**src/rtl/rcf_pkg.sv**
```systemverilog
package rcf_pkg;

    typedef enum logic [1:0] {
        RNG_IN    = 2'd0,
        RNG_OVER  = 2'd1,
        RNG_UNDER = 2'd2
    } range_t;

    typedef enum logic [1:0] {
        CODE_UNI    = 2'd0,
        CODE_OFFBIN = 2'd1,
        CODE_TWOS   = 2'd2
    } code_t;

endpackage

```
**src/rtl/rcf_range_detect.sv**
```systemverilog
module rcf_range_detect
    import rcf_pkg::*;
#(
    parameter int VAL_W = 24
) (
    input  logic [VAL_W-1:0] value,
    input  logic [VAL_W-1:0] pos_lim,
    input  logic [VAL_W-1:0] neg_lim,
    input  logic             bipolar,
    output range_t           rng
);
    localparam int SIGN = VAL_W - 1;

    logic above_pos;
    logic below_low;

    // Strictly above the positive limit: same test in either mode.
    assign above_pos = $signed(value) > $signed(pos_lim);

    // Lower test: a sign check when unipolar, a limit compare when bipolar.
    generate
        if (VAL_W > 1) begin : g_low
            assign below_low = bipolar ? ($signed(value) < $signed(neg_lim))
                                       : value[SIGN];
        end
    endgenerate

    // Over range takes priority when both tests fire.
    always_comb begin
        if (above_pos)      rng = RNG_OVER;
        else if (below_low) rng = RNG_UNDER;
        else                rng = RNG_IN;
    end
endmodule

```
**src/rtl/rcf_code_map.sv**
```systemverilog
module rcf_code_map
    import rcf_pkg::*;
#(
    parameter int VAL_W = 24,
    parameter int OUT_W = 16
) (
    input  logic [VAL_W-1:0] value,
    input  range_t           rng,
    input  code_t            fmt,
    output logic [OUT_W-1:0] word
);
    localparam int MSB = VAL_W - 1;
    localparam logic [OUT_W-1:0] ALL_ONES = {OUT_W{1'b1}};
    localparam logic [OUT_W-1:0] ALL_ZERO = {OUT_W{1'b0}};
    localparam logic [OUT_W-1:0] POS_MAX  = {1'b0, {(OUT_W-1){1'b1}}};
    localparam logic [OUT_W-1:0] NEG_MIN  = {1'b1, {(OUT_W-1){1'b0}}};

    logic [OUT_W-1:0] bip_slice;
    logic [OUT_W-1:0] uni_slice;

    assign bip_slice = value[MSB -: OUT_W];
    assign uni_slice = value[MSB-1 -: OUT_W];

    always_comb begin
        word = ALL_ZERO;
        unique case (rng)
            RNG_OVER:  word = (fmt == CODE_TWOS) ? POS_MAX : ALL_ONES;
            RNG_UNDER: word = (fmt == CODE_TWOS) ? NEG_MIN : ALL_ZERO;
            RNG_IN: begin
                unique case (fmt)
                    CODE_TWOS:   word = bip_slice;
                    CODE_OFFBIN: word = {~bip_slice[OUT_W-1], bip_slice[OUT_W-2:0]};
                    CODE_UNI:    word = uni_slice;
                    default:     word = ALL_ZERO;
                endcase
            end
            default:   word = ALL_ZERO;
        endcase
    end
endmodule

```
**src/rtl/range_code_formatter.sv**
```systemverilog
module range_code_formatter
    import rcf_pkg::*;
#(
    parameter int VAL_W = 24,
    parameter int OUT_W = 16
) (
    input  logic             clk,
    input  logic             rst_n,
    input  logic             in_valid,
    input  logic [VAL_W-1:0] in_value,
    input  logic [VAL_W-1:0] pos_coef,
    input  logic [VAL_W-1:0] neg_coef,
    input  logic             bipolar,
    input  logic             twos_sel,
    output logic             out_valid,
    output logic [OUT_W-1:0] out_code,
    output logic             over_flag,
    output logic             under_flag
);
    range_t           rng_d;
    range_t           rng_q;
    code_t            fmt;
    logic [OUT_W-1:0] word_d;

    // Unipolar ignores the select bit entirely.
    assign fmt = !bipolar ? CODE_UNI : (twos_sel ? CODE_TWOS : CODE_OFFBIN);

    rcf_range_detect #(.VAL_W(VAL_W)) u_detect (
        .value   (in_value),
        .pos_lim (pos_coef),
        .neg_lim (neg_coef),
        .bipolar (bipolar),
        .rng     (rng_d)
    );

    rcf_code_map #(.VAL_W(VAL_W), .OUT_W(OUT_W)) u_map (
        .value (in_value),
        .rng   (rng_d),
        .fmt   (fmt),
        .word  (word_d)
    );

    // Range-class state register: takes the detector's choice on a strobe.
    always_ff @(posedge clk) begin
        if (!rst_n) begin
            rng_q     <= RNG_IN;
            out_code  <= '0;
            out_valid <= 1'b0;
        end else begin
            out_valid <= in_valid;
            if (in_valid) begin
                rng_q    <= rng_d;
                out_code <= word_d;
            end
        end
    end

    // Flags decoded from the registered range class.
    always_comb begin
        over_flag  = 1'b0;
        under_flag = 1'b0;
        unique case (rng_q)
            RNG_OVER:  over_flag  = 1'b1;
            RNG_UNDER: under_flag = 1'b1;
            RNG_IN:    ;
            default:   ;
        endcase
    end

    assert_over_detect_R1: assert property (@(posedge clk) disable iff (!rst_n)
        (in_valid && ($signed(in_value) > $signed(pos_coef))) |=> (out_valid && over_flag));

    assert_uni_sign_under_R2: assert property (@(posedge clk) disable iff (!rst_n)
        (in_valid && !bipolar && in_value[VAL_W-1] && !($signed(in_value) > $signed(pos_coef)))
        |=> under_flag);

    assert_flags_exclusive_R4: assert property (@(posedge clk) disable iff (!rst_n)
        !(over_flag && under_flag));

    assert_twos_over_clamp_R8: assert property (@(posedge clk) disable iff (!rst_n)
        (in_valid && bipolar && twos_sel && ($signed(in_value) > $signed(pos_coef)))
        |=> (out_code == {1'b0, {(OUT_W-1){1'b1}}}));

    assert_hold_when_idle_R10: assert property (@(posedge clk) disable iff (!rst_n)
        !in_valid |=> (!out_valid && $stable(out_code)));
endmodule

```
**config.mk**
```make
export PLATFORM = sky130hd
export DESIGN_NAME = range_code_formatter
export DESIGN_NICKNAME = d
export VERILOG_FILES = /design/src/rtl/rcf_pkg.sv /design/src/rtl/rcf_range_detect.sv /design/src/rtl/rcf_code_map.sv /design/src/rtl/range_code_formatter.sv
export SDC_FILE = /design/constraint.sdc
export NUM_CORES = 1
export LEC_CHECK = 0
export CORE_MARGIN = 2
export CORE_UTILIZATION = 44
export DETAILED_ROUTE_END_ITERATION = 6
export GPL_TIMING_DRIVEN = 0
export PLACE_DENSITY = 0.88
export SYNTH_ARGS = -nofsm -noshare
export SYNTH_HDL_FRONTEND = slang
export SYNTH_HIERARCHICAL = 1
export SYNTH_SLANG_ARGS = --single-unit
```
**constraint.sdc**
```tcl
create_clock -name clk -period 3.5 [get_ports clk]
set_input_delay 0.7 -clock clk [delete_from_list [all_inputs] [get_ports clk]]
set_output_delay 0.7 -clock clk [all_outputs]
set_load 0.01 [all_outputs]
```
==> Word level (Yosys, flattened, before mapping) <==
Cells that the tools add are included.
{ "totals": {"word_cells": 25, "reg_bits": 19, "output_inout_bits": 19} }
{ "op_classes": {"bitwise": 1, "n_mux": 11, "eq_ne": 6, "n_reduce_logical": 2, "order_cmp": 2} }
{ "op_table": {"columns": ["operator", "n"], "rows": [
  ["$pmux 16 s3", 2],
  ["$mux 16", 2],
  ["$gt 24x24->1", 1],
  ["$lt 24x24->1", 1],
  ["$mux 2", 4],
  ["$eq 2x1->1 const B", 3],
  ["$eq 2x2->1 const B", 3],
  ["$logic_not 2->1", 2],
  ["$mux 1", 3],
  ["$not 1->1", 1]
]} }

==> Logic depth before layout (Yosys ltp) <==
Gate-level depths: netlist of run 1.
{ "depth": {"depth_word": 6, "mapped_depth": 14, "mapped_depth_nobuf": 13} }

==> Cells and area by module <==
Netlist of run 1, hierarchy kept.
{ "modules_own_cells": {"columns": ["module", "area_per_inst_um2", "cells_each", "n_inst"], "rows": [
  ["rcf_range_detect", 1252.5, 173, 1],
  ["range_code_formatter", 740.7, 63, 1],
  ["rcf_code_map", 371.6, 57, 1]
]} }

==> Worst setup path after synthesis of run 1 <==
Ideal clock, no wire load.
{ "synth_timing": {"kind": "input-to-reg", "startpoint": "in pos_coef[21]", "endpoint": "reg out_code[15]", "path_stages": 14, "n_path_buf": 1, "setup_slack_ns": 0.244, "arrival_ns": 3.140, "required_ns": 3.384, "path_cell_list": "inv_1 -> ha_1 -> a21o_1 -> a31oi_1 -> o2111ai_1 -> o21a_1 -> or4_1 -> o311a_1 -> buf_2 -> or2_2 -> a22oi_1 -> o22ai_1 -> mux2i_1 -> nor2b_1"} }
{ "synth_between": {"elab_chain_cells": 4, "elab_cells_between_ends": 6, "classes_between": "order compare: 1; eq/ne: 2; mux: 2; reduce/logical: 1"} }
{ "synth_lines": {"columns": ["item", "line", "text"], "rows": [
  ["from (decl)", "range_code_formatter.sv:11", "input logic [VAL_W-1:0] pos_coef,"],
  ["$gt 24x24->1 (*)", "rcf_range_detect.sv:18", "assign above_pos = $signed(value) > $signed(pos_lim);"],
  ["$mux 2 (*)", "rcf_range_detect.sv:30", "if (above_pos) rng = RNG_OVER;"],
  ["via rng_d[1]", "range_code_formatter.sv:20", "range_t rng_d;"],
  ["$eq 2x2->1 (tied with other cells)", "rcf_code_map.sv:26", "unique case (rng)"],
  ["$pmux 16 s3 (*)", "rcf_code_map.sv:26", null],
  ["via word_d[15]", "range_code_formatter.sv:23", "logic [OUT_W-1:0] word_d;"],
  ["to (signal assigned)", "range_code_formatter.sv:53", "out_code <= word_d;"],
  ["to (decl)", "range_code_formatter.sv:16", "output logic [OUT_W-1:0] out_code,"]
]} }
The timed path passes the listed nets; every way through them passes the cells marked *.
A chain may end at the register's enable or synchronous reset.

==> Final worst setup path of run 1 <==
{ "layout_timing": {"startpoint": "in in_value[7]", "endpoint": "reg out_code[15]"} }
{ "layout_between": {"elab_chain_cells": 6, "elab_cells_between_ends": 9, "classes_between": "order compare: 2; eq/ne: 2; mux: 4; reduce/logical: 1"} }
{ "layout_lines": {"columns": ["item", "line", "text"], "rows": [
  ["from (decl)", "range_code_formatter.sv:10", "input logic [VAL_W-1:0] in_value,"],
  ["$lt 24x24->1", "rcf_range_detect.sv:23", "assign below_low = bipolar ? ($signed(value) < $signed(neg_lim))"],
  ["$mux 1", "rcf_range_detect.sv:23", null],
  ["$mux 2", "rcf_range_detect.sv:31", "else if (below_low) rng = RNG_UNDER;"],
  ["$mux 2 (*)", "rcf_range_detect.sv:30", null],
  ["via rng_d[1]", "range_code_formatter.sv:20", null],
  ["$eq 2x2->1 (tied with other cells)", "rcf_code_map.sv:26", null],
  ["$pmux 16 s3 (*)", "rcf_code_map.sv:26", null],
  ["via word_d[15]", "range_code_formatter.sv:23", null]
]} }
Marked as above.

==> impl_results.md, run 1 <==
* Outcome: complete, no violations
* Clock buffer depth at 2
* GRT Util Overall at 0.220
* HPWL Detailed at around 5400 um
* Main combinational cell family by area after synthesis: adder cells
* Max_slew headroom at 0.626
* Post-synthesis simple-gate area fraction at 0.207
* Mapped Cells at approximately 290
* Die footprint at about 6000 um2
* Switch Pwr at around 0.32 mW
* Setup ws final at between 0.04 and 0.05 ns
* Min Hold Slack at 0.525 ns
* I/O pin cnt at 96
* Crit Path Category: in2reg
* Worst EP arrival at 3.61 ns
* Tot Pwr at ~0.92 mW
* Final ANT Viol Nets at 0
* Dpl cell area at around 3400 um2
* Maxcap violations at 0
* Post-Syn Nets at about 420
* Top post-synthesis cells by area: ha_1 25%, dfxtp_1 16%, mux2i_1 9.3%
* Power share of the clock group at 0.161
* Chip Width at around 77 um
* Multi-input gate area at 1950 um2
* Largest net degree at the start of global routing at 12
* Hold_sp: out_code[5]
* Switching fraction of total power at 0.346
* Worst path required time at ~3.7 ns
* Syn. warnings at 6
* Clock skew at 0 ns
* Mux share of post-synthesis cell area at 0.0931
* Final hold violations at 0
* Fmax at about 290 MHz
* Tcrit/Tclk final at 0.988
* Register area at between 300 and 400 um2
* Most used DFF post-synth: dfxtp_1
* Reg2reg setup slack at 2.84 ns
* ANT cells at 0
* Drt initial violations at 80
* DR pass1 iterations at 4
* Final instance area at approximately 3700 um2
* Post-synth EDFFs at 0
* Seq pwr share at 0.280
* Reg-to-Reg Start: out_code[7]
* CTS sink count at 19
* Area grow syn2layout at 56.3%
* First-pass GRT wire length at 10,900 um
* CTS H-tree depth at 1
* Hold path depth at 2
* Worst slack, placed at -0.615 ns
* Starting density of the core at 0.460
* Skew-Pair Late Insertion Delay at between 0.2 and 0.3 ns
* Max-slew violation count at 0
* DRC Markers at 0
* FFs w/ async S/R, synth at 0
* Worst vdd ir at just under 0.0003 V
* Crit path max fanout at 3
* Final wirelength at between 7000 and 8000 um
* CTS buffer count at 3
* Std cell rows at 26
* Post-Synth XOR/XNOR Area at 0.00688
* Post-synthesis compound-gate area fraction at 0.179
* Fin nets at 519
* Share of cells above drive strength 1 at 0.137
* CTS Root Cell: clkbuf_8
* # setup viols final at 0
* RD Place Congestion at about 0.94
* Period minus WS final at around 3.5 ns
* Fillers at 396
* Seq cells post-synth at 19
* Synthesized area per cell at slightly above 8 um2
* Synth top area share at 0.249
* Yosys cell types at 52
* Slew @ Worst Pin at approximately 0.55 ns
* Core Util, Final at 0.719
* Vias per cell at roughly 5.3
* Leak at 1.78 nW
* CTS clk-pin slew, worst paths at ~0.070 ns
* WL per Instance at approximately 15 um
* R2R depth at 2
* Hold Crit Endpoint: out_code[5]
* Initial antenna violation count at 0
* Port-buffer cells at between 90 and 100
* Hold_buf cts at 0
* Combinational cell fraction of total power at 0.559
* DR vias at 2,463
* Seq/Total Area, Yosys at 0.161
* Vias in the first global route at around 2,400
* Area share of fa/ha/maj cells after synthesis at 0.249
* Total congestion overflow at 0
* Post-synth top area cell: ha_1
* Worst min path class: reg2reg
* Cell Int Power at ~0.60 mW
* Die Height at roughly 77 um
* CP Capture Type: flop
* Cell area after synthesis at between 2000 and 2500 um2
* Core Box Area at roughly 5100 um2
* CP startpoint kind: primary input
* Pwr per Cell Area at ~250 nW/um2
* Critical R2R Capture: out_code[7]
* CTS tree: built
-- sequential cells by signal, indices dropped and copies added (netlist names) --
name	flops
rng_q	2
out_code	16
out_valid	1
-- logic make-up (layout without fill, tap and decap cells) --
kind of cell	count (synthesis)	after routing
multiplexers	22	22
AND/OR/NAND/NOR	85	85
buffers and inverters	56	157
adder cells (fa/ha/maj)	47	47
flip-flops	19	19
XOR/XNOR	1	1
AO/OA/AOI/OAI	63	63
-- worst max path at each step --
stage	from	slack, ns	to
6_report	in_value[7]	0.04	out_code[15]
2_1_floorplan	pos_coef[21]	0.24	out_code[15]
4_1_cts	pos_coef[21]	-0.001	out_code[15]
3_5_place_dp	in_value[21]	-0.61	out_code[15]
5_1_grt	in_value[7]	-0.1	out_code[15]
3_3_place_gp	in_value[21]	-0.59	out_code[15]
-- worst max-delay path, cell delays in order --
cell	delay, ns
clkdlybuf4s50_1	0.46
ha_1	0.34
and4_1	0.21
o21ai_0	0.14
nor3_2	0.28
o211ai_1	0.13
and3_1	0.21
o311a_4	0.39
or2_4	0.23
a22oi_2	0.19
o22ai_2	0.11
mux2i_1	0.14
nor2b_1	0.06
-- cells in the final DEF, fill, tap and decap left out, types with 7 or more instances in the layout --
master and instances:
a21oi_1 23, clkdlybuf4s50_1 76, dfxtp_1 19, dlygate4sd2_1 12, ha_1 40, ha_4 7, inv_1 43, mux2i_1 22
nand2_1 12, nand4_1 7, nor2_1 16, nor2b_1 24
-- cells in the mapped netlist (2+ instances only) --
library cell / n
a211oi_1: 3
nand4_1: 7
buf_6: 2
dfxtp_1: 19
nor2b_1: 26
nand2_1: 13
clkbuf_1: 2
or2_0: 3
nor3b_1: 2
a21oi_1: 23
nor3_1: 2
ha_1: 47
inv_1: 47
buf_2: 2
a21o_1: 6
a221oi_1: 11
o21a_1: 2
o21ai_0: 5
mux2i_1: 22
nand2b_1: 2
nor2_1: 16
-- routing by layer --
layer / part of all wire / wire, um / up-vias / global-route usage
met4: 0.012 / 88 / 0 / 0.0536
met3: 0.035 / 247 / 9 / 0.0165
met1: 0.41 / 2910 / 1152 / 0.261
met2: 0.55 / 3900 / 67 / 0.422
li1: - / - / 1235 / -
met5: 0 / 0 / - / 0
-- power groups by stage --
stage               logic [mW]  registers [mW]  clock network [mW]
floorplan                0.230           0.270                   0
global placement         0.428           0.260                   0
detailed placement       0.442           0.261                   0
CTS                      0.457           0.257               0.153
global route             0.559           0.259               0.163
finish                   0.513           0.256               0.148
-- metrics by stage --
| step | std cells | TNS [ns] |
|---|---|---|
| final | 464 | 0 |
| after global routing | 464 | -0.156 |
| after CTS | 461 | -0.00130 |
| after detailed placement | 457 | -8.28 |
| after global placement | 457 | -7.76 |
| after floorplan | 293 | 0 |
-- timing repair --
item	in CTS	in global routing
pin swaps	6	21
setup endpoints to repair	16	16
setup buffers	1	3
resized for setup	22	43
-- area by class of cell --
cell class	count	share of cell area
Timing Repair Buffer	98	0.264
Buffer	8	0.0227
Tap cell	70	0.0237
Multi-Input combinational cell	218	0.527
Clock inverter	1	0.00135
Clock buffer	3	0.0112
Inverter	47	0.0477
Sequential cell	19	0.103
Power figures use the tool's default switching activity.
==> run 2, diff against run 1 <==
--- a/config.mk
+++ b/config.mk
@@ -7,6 +7,7 @@
 export LEC_CHECK = 0
 export CORE_MARGIN = 2
 export CORE_UTILIZATION = 44
+export CTS_CLUSTER_SIZE = 28
 export DETAILED_ROUTE_END_ITERATION = 6
 export GPL_TIMING_DRIVEN = 0
 export PLACE_DENSITY = 0.88
==> results of run 2 <==
Final layout, timing and power as in run 1 (identical DEF).
